## config.mk

```make
export PLATFORM = sky130hd
export DESIGN_NAME = fifo_dma_trigger
export DESIGN_NICKNAME = d
export VERILOG_FILES = /design/src/rtl/fdt_pkg.sv /design/src/rtl/fdt_ctrl.sv /design/src/rtl/fdt_datapath.sv /design/src/rtl/fifo_dma_trigger.sv
export SDC_FILE = /design/constraint.sdc
export NUM_CORES = 1
export LEC_CHECK = 0
export BUFFER_PORTS_ARGS = -buffer_cell sky130_fd_sc_hd__clkbuf_2
export CAP_MARGIN = 15
export CORE_UTILIZATION = 43
export CTS_CLUSTER_SIZE = 30
export DETAILED_ROUTE_END_ITERATION = 10
export HOLD_SLACK_MARGIN = 0.06
export PLACE_DENSITY_LB_ADDON = 0.12
export SLEW_MARGIN = 15
export SYNTH_ARGS = -nofsm -noshare
export SYNTH_HDL_FRONTEND = slang
export SYNTH_SLANG_ARGS = --single-unit
```

## constraint.sdc

```tcl
create_clock -name clk -period 1.88 [get_ports clk]
set_clock_uncertainty 0.15 [all_clocks]
set_input_delay 0.376 -clock clk [delete_from_list [all_inputs] [get_ports clk]]
set_output_delay 0.376 -clock clk [all_outputs]
set_load 0.03 [all_outputs]
```

## src/rtl/fdt_pkg.sv

```systemverilog
package fdt_pkg;
  localparam int NGRP = 2;        // group 0 transmit, group 1 receive
  localparam int GRP_TX = 0;
  localparam int GRP_RX = 1;
  localparam int EVW = 2;         // bit0 threshold, bit1 dma done
  localparam int GRP_STRIDE = 5;
  localparam int OFS_MASK = 0;
  localparam int OFS_RAW = 1;
  localparam int OFS_MIS = 2;
  localparam int OFS_SET = 3;
  localparam int OFS_CLR = 4;
  localparam int ADDR_LVL = NGRP * GRP_STRIDE;
  localparam int RX_LVL_LSB = 4;

  typedef struct packed {
    logic [NGRP-1:0] wrMask;
    logic [NGRP-1:0] wrSet;
    logic [NGRP-1:0] wrClr;
    logic            wrLvl;
    logic            flushAll;
  } trigStrobe_t;
endpackage

```

## src/rtl/fdt_ctrl.sv

```systemverilog
module fdt_ctrl
  import fdt_pkg::*;
#(
  parameter int AW = 4
) (
  input  logic          clk,
  input  logic          rstN,
  input  logic          modeSel,
  input  logic          regWr,
  input  logic [AW-1:0] regAddr,
  output trigStrobe_t   stb
);
  logic modePrev;

  always_ff @(posedge clk or negedge rstN) begin
    if (!rstN) modePrev <= 1'b0;
    else       modePrev <= modeSel;
  end

  always_comb begin
    stb = '0;
    for (int g = 0; g < NGRP; g++) begin
      stb.wrMask[g] = regWr && (regAddr == AW'(g * GRP_STRIDE + OFS_MASK));
      stb.wrSet[g]  = regWr && (regAddr == AW'(g * GRP_STRIDE + OFS_SET));
      stb.wrClr[g]  = regWr && (regAddr == AW'(g * GRP_STRIDE + OFS_CLR));
    end
    stb.wrLvl    = regWr && (regAddr == AW'(ADDR_LVL));
    stb.flushAll = (modeSel != modePrev);
  end
endmodule

```

## src/rtl/fdt_datapath.sv

```systemverilog
module fdt_datapath
  import fdt_pkg::*;
#(
  parameter int DEPTH   = 8,
  parameter int AW      = 4,
  parameter int DW      = 8,
  parameter int TXL_RST = 0,
  parameter int RXL_RST = 1,
  localparam int LVL_W  = $clog2(DEPTH),
  localparam int CNT_W  = $clog2(DEPTH + 1)
) (
  input  logic               clk,
  input  logic               rstN,
  input  trigStrobe_t        stb,
  input  logic [AW-1:0]      regAddr,
  input  logic [DW-1:0]      regWrData,
  input  logic [CNT_W-1:0]   txCount,
  input  logic [CNT_W-1:0]   rxCount,
  input  logic               doneTx,
  input  logic               doneRx,
  output logic [DW-1:0]      rdData,
  output logic [NGRP-1:0]    trigOut,
  output logic [NGRP*EVW-1:0] rawOut,
  output logic [NGRP*EVW-1:0] maskOut,
  output logic [LVL_W-1:0]   lvlTx,
  output logic [LVL_W-1:0]   lvlRx
);
  logic [CNT_W-1:0] cnt  [NGRP];
  logic [NGRP-1:0]  done;
  logic [DW-1:0]    lvlPacked;

  assign cnt[GRP_TX]  = txCount;
  assign cnt[GRP_RX]  = rxCount;
  assign done[GRP_TX] = doneTx;
  assign done[GRP_RX] = doneRx;

  always_ff @(posedge clk or negedge rstN) begin
    if (!rstN) begin
      lvlTx <= LVL_W'(TXL_RST);
      lvlRx <= LVL_W'(RXL_RST);
    end else if (stb.wrLvl) begin
      lvlTx <= regWrData[LVL_W-1:0];
      lvlRx <= regWrData[RX_LVL_LSB +: LVL_W];
    end
  end

  for (genvar g = 0; g < NGRP; g++) begin : gGrp
    logic           cond, condPrev;
    logic [EVW-1:0] raw, mask, setVec, clrVec;

    if (g == GRP_TX) begin : gTxCmp
      assign cond = cnt[g] <= CNT_W'(lvlTx);
    end else begin : gRxCmp
      assign cond = cnt[g] >= CNT_W'(lvlRx);
    end

    assign setVec = {done[g], cond && !condPrev}
                  | (stb.wrSet[g] ? regWrData[EVW-1:0] : '0);
    assign clrVec = stb.wrClr[g] ? regWrData[EVW-1:0] : '0;

    always_ff @(posedge clk or negedge rstN) begin
      if (!rstN) begin
        condPrev <= 1'b0;
        raw      <= '0;
        mask     <= '0;
      end else begin
        condPrev <= cond;
        raw      <= stb.flushAll ? '0 : ((raw | setVec) & ~clrVec);
        if (stb.wrMask[g]) mask <= regWrData[EVW-1:0];
      end
    end

    assign rawOut[g*EVW +: EVW]  = raw;
    assign maskOut[g*EVW +: EVW] = mask;
    assign trigOut[g]            = raw[0] & mask[0];
  end

  always_comb begin
    lvlPacked = '0;
    lvlPacked[LVL_W-1:0] = lvlTx;
    lvlPacked[RX_LVL_LSB +: LVL_W] = lvlRx;
  end

  always_comb begin
    rdData = '0;
    for (int g = 0; g < NGRP; g++) begin
      if (regAddr == AW'(g * GRP_STRIDE + OFS_MASK))
        rdData = DW'(maskOut[g*EVW +: EVW]);
      if (regAddr == AW'(g * GRP_STRIDE + OFS_RAW))
        rdData = DW'(rawOut[g*EVW +: EVW]);
      if (regAddr == AW'(g * GRP_STRIDE + OFS_MIS))
        rdData = DW'(rawOut[g*EVW +: EVW] & maskOut[g*EVW +: EVW]);
    end
    if (regAddr == AW'(ADDR_LVL)) rdData = lvlPacked;
  end
endmodule

```

## src/rtl/fifo_dma_trigger.sv

```systemverilog
module fifo_dma_trigger
  import fdt_pkg::*;
#(
  parameter int DEPTH   = 8,
  parameter int AW      = 4,
  parameter int DW      = 8,
  parameter int TXL_RST = 0,
  parameter int RXL_RST = 1,
  localparam int LVL_W  = $clog2(DEPTH),
  localparam int CNT_W  = $clog2(DEPTH + 1)
) (
  input  logic             clk,
  input  logic             rstN,
  input  logic             modeSel,
  input  logic             regWr,
  input  logic [AW-1:0]    regAddr,
  input  logic [DW-1:0]    regWrData,
  output logic [DW-1:0]    regRdData,
  input  logic [CNT_W-1:0] txCount,
  input  logic [CNT_W-1:0] rxCount,
  input  logic             doneTx,
  input  logic             doneRx,
  output logic             txTrig,
  output logic             rxTrig
);
  trigStrobe_t         stb;
  logic [NGRP-1:0]     trigVec;
  logic [NGRP*EVW-1:0] rawVec, maskVec;
  logic [LVL_W-1:0]    lvlTx, lvlRx;

  fdt_ctrl #(.AW(AW)) u_ctrl (
    .clk(clk), .rstN(rstN), .modeSel(modeSel), .regWr(regWr),
    .regAddr(regAddr), .stb(stb)
  );

  fdt_datapath #(
    .DEPTH(DEPTH), .AW(AW), .DW(DW), .TXL_RST(TXL_RST), .RXL_RST(RXL_RST)
  ) u_dp (
    .clk(clk), .rstN(rstN), .stb(stb), .regAddr(regAddr),
    .regWrData(regWrData), .txCount(txCount), .rxCount(rxCount),
    .doneTx(doneTx), .doneRx(doneRx), .rdData(regRdData),
    .trigOut(trigVec), .rawOut(rawVec), .maskOut(maskVec),
    .lvlTx(lvlTx), .lvlRx(lvlRx)
  );

  assign txTrig = trigVec[GRP_TX];
  assign rxTrig = trigVec[GRP_RX];
endmodule

```

==> results of run 1 <==
==> registers in the layout, summed over array words and instances (netlist names) <==
name / cells
u_ctrl.modePrev: 1
u_dp.gGrp.condPrev: 2
u_dp.lvlTx: 3
u_dp.gGrp.mask: 4
u_dp.lvlRx: 3
u_dp.gGrp.raw: 4
==> layer usage <==
layer	GRT usage, %	part of all wire (%)	wire length, um	vias to the layer above
li1	-	-	-	460
met3	2.90	4.2	100	2
met1	23.6	45	1070	437
met2	32.7	50	1200	27
met4	11.4	0.67	16	0
met5	0	0	0	-
==> kinds of logic after synthesis <==
kind of cell	synth area share, %
simple gates	18.7
compound gates	13.3
flops	38.9
mux	15.2
buf+inv	5.93
fa+ha+maj	6.84
other cells	0.342
xor+xnor	0.798
==> power breakdown <==
part	internal, mW	leakage, nW	switching [mW]	total (mW)
logic	0.190	0.529	0.164	0.354
registers	0.442	0.207	0.0583	0.500
clock network	0.0824	0.0150	0.120	0.202
==> synth_stat cells, types with 3 or more instances <==
cell type	n	area (um2)
and2_1	4	25.0
nand3_1	3	15.0
mux2_2	5	56.3
nand2_1	5	18.8
a31oi_1	3	18.8
mux2_4	6	90.1
dfrtp_1	16	400
inv_1	8	30.0
ha_1	6	75.1
nor2_1	7	26.3
==> metrics by stage <==
step,instances,instance area [um2]
floorplan,105,1110
global placement,169,1350
detailed placement,169,1350
CTS,176,1440
global route,176,1460
finish,176,1460
==> what timing repair did <==
action | 4_1_cts | 5_1_grt
pin swaps | 2 | 0
endpoints found under the hold margin | 17 | 0
resized for setup | 10 | 17
setup buffers | 1 | 0
hold buffers | 2 | 0
endpoints found under the setup margin | 6 | 6
==> final cells by class <==
class	instances	area, um2	area share (%)
multi-input combinational	75	632	43.2
sequential	17	427	29.1
timing repair buffer	44	314	21.5
tap	28	35.0	2.39
inverter	8	30.0	2.05
clock buffer	4	26.3	1.79
==> layout by cell type (no fill, tap or decap), types with 3 or more instances in the layout <==
master,Yosys,layout
a31oi_1,3,3
buf_4,2,10
buf_6,1,4
clkbuf_2,1,24
clkbuf_4,0,3
dfrtp_1,16,16
ha_1,6,6
inv_1,8,8
mux2_2,5,5
mux2_4,6,6
nand2_1,5,5
nand3_1,3,3
nor2_1,7,7
==> how the worst max path moves through the flow <==
stage	startpoint	to	slack (ps)	cells after the start
CTS	u_dp.gGrp[0].raw[0]$_DFF_PN0_	regRdData[0]	-80	4
global placement	regAddr[3]	regRdData[1]	-90	6
detailed placement	regAddr[3]	regRdData[1]	-120	6
floorplan	regAddr[1]	regRdData[1]	-8	5
finish	u_dp.gGrp[0].raw[0]$_DFF_PN0_	regRdData[0]	-70	4
global route	u_dp.gGrp[0].raw[1]$_DFF_PN0_	regRdData[1]	-120	4
==> summary.md, run 1 <==
| Metric | Value |
|---|---|
| Initial DRC Count | 12 |
| Layout fillers | 202 |
| Vias in the first global route | 916 |
| Worst reg2reg path depth | 6 |
| Mean post-synth cell area | 10.6 um2 |
| # DRC | 0 |
| Yosys warns | 0 |
| CTS Buffer Depth | 2 |
| Yosys reg bits | 17 |
| CP peak stage delay | 420 ps |
| Final Hold Vio Count | 0 |
| H-tree depth | 1 |
| Post-synth EDFFs | 0 |
| Setup ws final | -72.9 ps |
| Crit path kind | reg2out |
| Max Cap Viol | 0 |
| First-pass GRT wire length | 3.79 mm |
| Pleak | 0.751 nW |
| RSZ-0062 raised after global routing | true |
| Initial Util | 47.8% |
| Failing checks | negative setup slack |
| Worst Hold Path EP | u_dp.gGrp[0].condPrev$_DFF_PN0_ |
| CP required | 1350 ps |
| Final Core Density | 63.7% |
| Post-DP HPWL | about 1.9 mm |
| Final Setup Violations | 2 |
| GPL Wtd Cong | 0.769 |
| Vias per cell | 5.26 |
| CP bufs+invs | 1 |
| Maximum fanout along the worst path | 3 |
| FP Rows | 17 |
| Root Buffer | clkbuf_4 |
| Hold slack | 98.2 ps |
| Hold Path Stages | 2 |
| Die area | 0.00276 mm2 |
| Drt total wl | 2.39 mm |
| Detail Route Antenna Nets | 0 |
| Initial antenna violation count | 0 |
| Max Fclk | 512 MHz |
| FF-to-FF setup slack | approximately 140 ps |
| Post-place setup slack | -125 ps |
| Clk slew on worst S/H paths | 90 ps |
| Startpoint of the worst register-to-register path | u_dp.lvlTx[1]$_DFFE_PN0P_ |
| Num CTS Buffers | 3 |
| Min-Delay Path Class | in2reg |
| Clock Latency Late Sink | 290 ps |
| PwrDens | 722 mW/mm2 |
| CTS tree | built |
| Hold path startpoint | txCount[3] |
| ANT cells | 0 |
| Cell breakdown of the critical path | mux2i_1, o22ai_1, a221o_1, clkbuf_8 |
| Final slew viol count | 0 |
| Die W | approximately 53 um |
| Critical Path Source Type | register |
| Grt total ovfl | 0 |
| VDD IR max | just over 0.5 mV |
| Fraction of layout instances using a drive strength above 1 | 45.9% |
| DR pass1 iterations | 4 |
| Avg WL per Cell | 13.6 um |
| Crit path time final | about 2000 ps |
| Boundary Pins | 36 |
| Setup TNS Final | -140 ps |
| Post-synth ARST share | 100% |
| Fin nets | 181 |
| CP max-delay cell | dfrtp_1 |
| Total Power | 1.06 mW |
| Cell variety after synth | 43 |
| Largest net degree at the start of global routing | 18 |
| Final worst path period share | 104% |
| Synthesis-to-finish area growth | 33.4% |
| Die Y | 52.5 um |
| CP top delay family | compound AO/OA/AOI/OAI gates |
| Mapped Cells | about 100 |
| IO buf count | 31 |
| Run status | finished, violations left |
| Crit path arrival time | 1430 ps |
| Worst reg2reg endpoint | u_dp.gGrp[0].raw[0]$_DFF_PN0_ |
| Num Clock Sinks | 17 |
| Mapped Area | 0.00110 mm2 |
| CP Capture Type | output port |
| Via count | just over 900 |
| Post-synthesis sequential area ratio | 38.9% |
| Most common flop cell mapped by yosys | dfrtp_1 |
| CORE AREA | 0.00230 mm2 |
| Global Route Usage Sum | 19.6% |
Note: power is estimated with default switching activity, not from simulation.
==> run 2: changes to the inputs <==
--- a/config.mk
+++ b/config.mk
@@ -12,7 +12,9 @@
 export DETAILED_ROUTE_END_ITERATION = 10
 export HOLD_SLACK_MARGIN = 0.06
 export PLACE_DENSITY_LB_ADDON = 0.12
+export SKIP_LAST_GASP = 1
 export SLEW_MARGIN = 15
 export SYNTH_ARGS = -nofsm -noshare
 export SYNTH_HDL_FRONTEND = slang
 export SYNTH_SLANG_ARGS = --single-unit
+export TNS_END_PERCENT = 1
==> run 2 against run 1 <==
Effect of this change:
- worst setup slack hardly changed
- worst hold slack worse by 1.6 ps
- combinational power is 2% lower
- cell count stayed put
- via count is 1.8% lower
- clock-buffer cell count stayed put
- routed wire length is 2.7% lower
- register-to-register slack hardly changed
- global-route usage is 0.12 points lower
- die area stayed put
- the run still ends with negative setup slack left
- power is 0.80% lower
==> summary.md, run 2 (synthesized netlist as in run 1, its figures left out) <==
| Metric | Value |
|---|---|
| Synthesis-to-finish area growth | 29.9% |
| Boundary Pins | 36 |
| Vias per cell | ~5.2 |
| Grt total ovfl | 0 |
| Critical Path Source Type | register |
| First-pass GRT wire length | 3.77 mm |
| FP Rows | 17 |
| Final worst path period share | 104% |
| Max Fclk | 512 MHz |
| CTS tree | built |
| Crit path kind | reg2out |
| CP top delay family | flip-flops |
| CP required | approximately 1400 ps |
| Crit path arrival time | 1430 ps |
| Fraction of layout instances using a drive strength above 1 | 43.9% |
| Via count | 909 |
| Num CTS Buffers | 3 |
| Initial DRC Count | 15 |
| Drt total wl | 2.32 mm |
| Largest net degree at the start of global routing | 18 |
| CP max-delay cell | dfrtp_1 |
| Final Setup Violations | 6 |
| Global Route Usage Sum | 19.5% |
| VDD IR max | 0.501 mV |
| Final Hold Vio Count | 0 |
| Largest registers | u_dp.gGrp.mask x4, u_dp.gGrp.raw x4 |
| Max Cap Viol | 0 |
| Commonest non-fill, non-tap cell in the layout | clkbuf_2 |
| DR pass1 iterations | 4 |
| Num Clock Sinks | 17 |
| Total Power | 1.05 mW |
| Fin cells | 176 |
| Worst path depth | 4 |
| Maximum fanout along the worst path | 3 |
| Clk slew on worst S/H paths | ~100 ps |
| Initial antenna violation count | 0 |
| Switching power | roughly 0.34 mW |
| FF-to-FF setup slack | 140 ps |
| Clock Power Share | roughly 19% |
| Sw frac | 32.2% |
| CTS Buffer Depth | 2 |
| Detail Route Antenna Nets | 0 |
| PwrDens | 735 mW/mm2 |
| Worst Setup SP | u_dp.gGrp[0].raw[1]$_DFF_PN0_ |
| ANT cells | 0 |
| # DRC | 0 |
| CP peak stage delay | 420 ps |
| Root Buffer | clkbuf_4 |
| Run status | finished, violations left |
| GPL Wtd Cong | 0.769 |
| Clock Latency Late Sink | 290 ps |
| Failing checks | negative setup slack |
| Final slew viol count | 0 |
| CP bufs+invs | 1 |
| Placed cells | 169 |
| Pint | ~0.7 mW |
| Worst reg2reg path depth | 6 |
| Avg WL per Cell | 13.2 um |
| Die W | 52.5 um |
| IO buf count | 31 |
| Startpoint of the worst register-to-register path | u_dp.lvlTx[1]$_DFFE_PN0P_ |
| Gate power share | 33.2% |
| Worst reg2reg endpoint | u_dp.gGrp[0].raw[0]$_DFF_PN0_ |
| RSZ-0062 raised after global routing | true |
| Setup ws final | -73.2 ps |
| H-tree depth | 1 |
| Die Y | 52.5 um |
| Sequential Power Share | 47.5% |
| Pleak | 0.741 nW |
| Die area | 0.00276 mm2 |
| CP Capture Type | output port |
| Initial Util | 47.8% |
| Cell breakdown of the critical path | mux2_2, a22oi_2, o31ai_2, buf_4 |
| Crit path time final | 1950 ps |
| Post-DP HPWL | 1.90 mm |
| Most frequent cells in the layout | 29 x clkbuf_2, 16 x dfrtp_1, 11 x buf_4 |
| Min-Delay Path Class | in2reg |
| Fin nets | 181 |
| Worst Setup EP | regRdData[1] |
| Vias in the first global route | between 900 and 1000 |
| CORE AREA | 0.00230 mm2 |
==> run 2: worst min path at each step <==
stage	from	endpoint	cells after the start
after detailed placement	rstN	u_dp.lvlRx[2]$_DFFE_PN0P_	1
after global placement	rstN	u_dp.lvlRx[2]$_DFFE_PN0P_	1
final	txCount[3]	u_dp.gGrp[0].condPrev$_DFF_PN0_	2
after global routing	txCount[3]	u_dp.gGrp[0].condPrev$_DFF_PN0_	2
after floorplan	rstN	u_ctrl.modePrev$_DFF_PN0_	0
after CTS	txCount[3]	u_dp.gGrp[0].condPrev$_DFF_PN0_	2
==> run 2: layer usage <==
layer | routed length, um | part of all wire [%] | GRT usage [%]
met2 | 1150 | 50 | 32.7
met1 | 1080 | 47 | 23.8
met4 | 16 | 0.69 | 10.5
met5 | 0 | 0 | 0
met3 | 66 | 2.8 | 2.61
==> run 2: per-stage QoR <==
stage	hold WS (ps)	util (%)	TNS (ps)	cell area, um2	setup slack (ps)
floorplan	-69.6	-	-7.76	1110	-7.76
global placement	183	58.7	-168	1350	-93.6
detailed placement	186	58.7	-259	1350	-125
CTS	87.3	62.0	-328	1430	-80.0
global route	84.7	62.0	-690	1430	-119
finish	96.6	62.0	-310	1430	-73.2
==> run 2: power groups by stage <==
stage	logic, mW	registers (mW)	clock network (mW)
after global routing	0.388	0.512	0.220
after CTS	0.354	0.499	0.204
after global placement	0.320	0.501	0
final	0.348	0.498	0.202
after floorplan	0.237	0.484	0
after detailed placement	0.336	0.506	0
==> run 2: area by class of cell <==
cell class                      count  area, um2
Tap cell                           28       35.0
Timing Repair Buffer               44        282
Fill cell                         203        872
Inverter                            8       30.0
Sequential cell                    17        427
Multi-Input combinational cell     75        626
Clock buffer                        4       26.3
==> run 2: what timing repair did <==
action	in CTS	in global routing
hold buffers	2	0
pin swaps	2	0
setup endpoints to repair	6	6
endpoints found under the hold margin	17	0
resized for setup	6	1
setup buffers	1	0
==> run 3: changes to the inputs <==
==> constraint.sdc (replaced) <==
create_clock -name clk -period 1.88 [get_ports clk]
set_clock_uncertainty 0.15 [all_clocks]
set_input_delay 0.376 -clock clk [delete_from_list [all_inputs] [get_ports clk]]
set_output_delay 0.376 -clock clk [all_outputs]
set_load 0.005 [all_outputs]
==> run 3 against run 2 <==
Effect of this change:
- the run still ends with negative setup slack left
- worst hold slack improved by 7.2 ps
- cell count decreased by 1.7%
- fmax grew 2.0%
- final area fell by 4.0%
- via count rose by 3.2%
- critical path depth up 1
- non-clock buffer count decreased by 3
- critical path type is now in2out
- largest power group unchanged
==> summary.md, run 3 (synthesized netlist as in run 1, its figures left out) <==
| Metric | Value |
|---|---|
| CTS Buffer Depth | 2 |
| Commonest non-fill, non-tap cell in the layout | clkbuf_2 |
| Crit path top cell by count | clkbuf_2 |
| PwrDens | 729 mW/mm2 |
| Setup ws final | -35.7 ps |
| Num Clock Sinks | 17 |
| H-tree depth | 1 |
| CP Capture Type | output port |
| Failing checks | negative setup slack |
| Max Cap Viol | 0 |
| Switching power | 0.300 mW |
| Pleak | 0.717 nW |
| Initial antenna violation count | 0 |
| CP max-delay cell | or2b_2 |
| CP top delay family | simple AND/OR/NAND/NOR gates |
| Area of the multi-input gates | about 600 um2 |
| Sw frac | 30.1% |
| Detail Route Antenna Nets | 0 |
| Initial DRC Count | 7 |
| Setup TNS Final | -59.6 ps |
| Fraction of layout instances using a drive strength above 1 | 41.4% |
| Startpoint of the worst register-to-register path | u_dp.lvlTx[1]$_DFFE_PN0P_ |
| Final worst path period share | 102% |
| Gate power share | around 31% |
| Boundary Pins | 36 |
| CP required | 1350 ps |
| Root Buffer | clkbuf_4 |
| First-pass GRT wire length | 4.10 mm |
| Clock Latency Late Sink | 290 ps |
| Grt total ovfl | 0 |
| IO buf count | 31 |
| CTS tree | built |
| Layout fillers | 212 |
| Crit path kind | in2out |
| Final Hold Vio Count | 0 |
| Pint | roughly 0.70 mW |
| Num CTS Buffers | 3 |
| DR pass1 iterations | 4 |
| RSZ-0062 raised after global routing | true |
| CP bufs+invs | 2 |
| Final slew viol count | 0 |
| FF-to-FF setup slack | 110 ps |
| Via count | roughly 940 |
| Worst Setup SP | regAddr[2] |
| Min-Delay Path Class | in2reg |
| Vias in the first global route | 950 |
| Register area | 427 um2 |
| Worst path depth | 5 |
| Worst reg2reg endpoint | u_dp.gGrp[0].raw[0]$_DFF_PN0_ |
| ANT cells | 0 |
| Worst Setup EP | regRdData[0] |
| Critical Path Source Type | input pin |
| FP Rows | 17 |
| Fin nets | 178 |
| Run status | finished, violations left |
| Largest net degree at the start of global routing | 18 |
| Largest registers | u_dp.gGrp.mask x4, u_dp.gGrp.raw x4 |
| Clock Power Share | 19.5% |
| Final Core Density | 59.6% |
| Drt total wl | around 2.4 mm |
| Post-DP HPWL | 1.93 mm |
| Die W | 52.5 um |
| Sequential Power Share | 49.5% |
| Crit path time final | 1920 ps |
| Maximum fanout along the worst path | 4 |
| Final Setup Violations | 2 |
| Vias per cell | 5.42 |
| # DRC | 0 |
| CP peak stage delay | 330 ps |
| VDD IR max | between 0.4 and 0.5 mV |
| Worst reg2reg path depth | 6 |
| Max Fclk | 522 MHz |
| Crit path arrival time | 1390 ps |
| Die area | 0.00276 mm2 |
| Die Y | 52.5 um |
| Initial Util | between 40% and 50% |
| Most frequent cells in the layout | 30 x clkbuf_2, 16 x dfrtp_1, 8 x inv_1, 8 x buf_4, 7 x nor2_1 |
| GPL Wtd Cong | 0.783 |
| Post-place setup slack | -29.3 ps |
| Synthesis-to-finish area growth | 24.7% |
| Cell breakdown of the critical path | clkbuf_2, or2b_2, nor3_1, a221o_1, clkbuf_2 |
| CORE AREA | 0.00230 mm2 |
| Avg WL per Cell | about 14 um |
| Clk slew on worst S/H paths | 100 ps |
| Global Route Usage Sum | 20.9% |
run 3: worst min-delay path by stage:
stage,depth (start not counted),startpoint,to,slack [ps]
3_3_place_gp,1,rstN,u_dp.lvlRx[2]$_DFFE_PN0P_,180
5_1_grt,2,txCount[3],u_dp.gGrp[0].condPrev$_DFF_PN0_,80
6_report,2,txCount[3],u_dp.gGrp[0].condPrev$_DFF_PN0_,100
4_1_cts,2,txCount[3],u_dp.gGrp[0].condPrev$_DFF_PN0_,90
3_5_place_dp,1,rstN,u_dp.lvlRx[2]$_DFFE_PN0P_,190
2_1_floorplan,0,rstN,u_ctrl.modePrev$_DFF_PN0_,-70
run 3: final cells by class:
class                      count  area share [%]
timing repair buffer          41            17.2
sequential                    17            31.2
inverter                       8            2.19
multi-input combinational     75            45.0
clock buffer                   4            1.92
tap                           28            2.56
run 3: repair_timing:
| item | CTS | global route |
|---|---|---|
| resized for setup | 0 | 3 |
| hold buffers | 2 | 0 |
| endpoints found under the hold margin | 17 | 0 |
| gates cloned | 0 | 0 |
| endpoints found under the setup margin | 2 | 2 |
| pin swaps | 0 | 1 |
| setup buffers | 0 | 1 |
run 3: per-stage QoR:
step                      total power [mW]  hold WS [ps]  area [um2]  std cells
after detailed placement             0.803           188        1310        166
after CTS                             1.00          90.6        1360        172
final                                0.998           104        1370        173
after global routing                  1.08          83.3        1370        173
after global placement               0.784           182        1310        166
after floorplan                      0.692         -69.6        1100        105
run 3: routing by layer:
| metal | vias to the layer above | share of wire, % | global-route usage (%) |
|---|---|---|---|
| li1 | 451 | - | - |
| met2 | 27 | 50 | 36.3 |
| met4 | 0 | 1.0 | 8.77 |
| met3 | 4 | 5.0 | 6.09 |
| met5 | - | 0 | 0 |
| met1 | 456 | 44 | 23.5 |
run 3: power by group through the flow:
| stage | logic (mW) | registers, mW | clock network, mW |
|---|---|---|---|
| after floorplan | 0.208 | 0.484 | 0 |
| after detailed placement | 0.302 | 0.501 | 0 |
| final | 0.309 | 0.494 | 0.195 |
| after CTS | 0.305 | 0.494 | 0.206 |
| after global placement | 0.285 | 0.499 | 0 |
| after global routing | 0.354 | 0.505 | 0.224 |
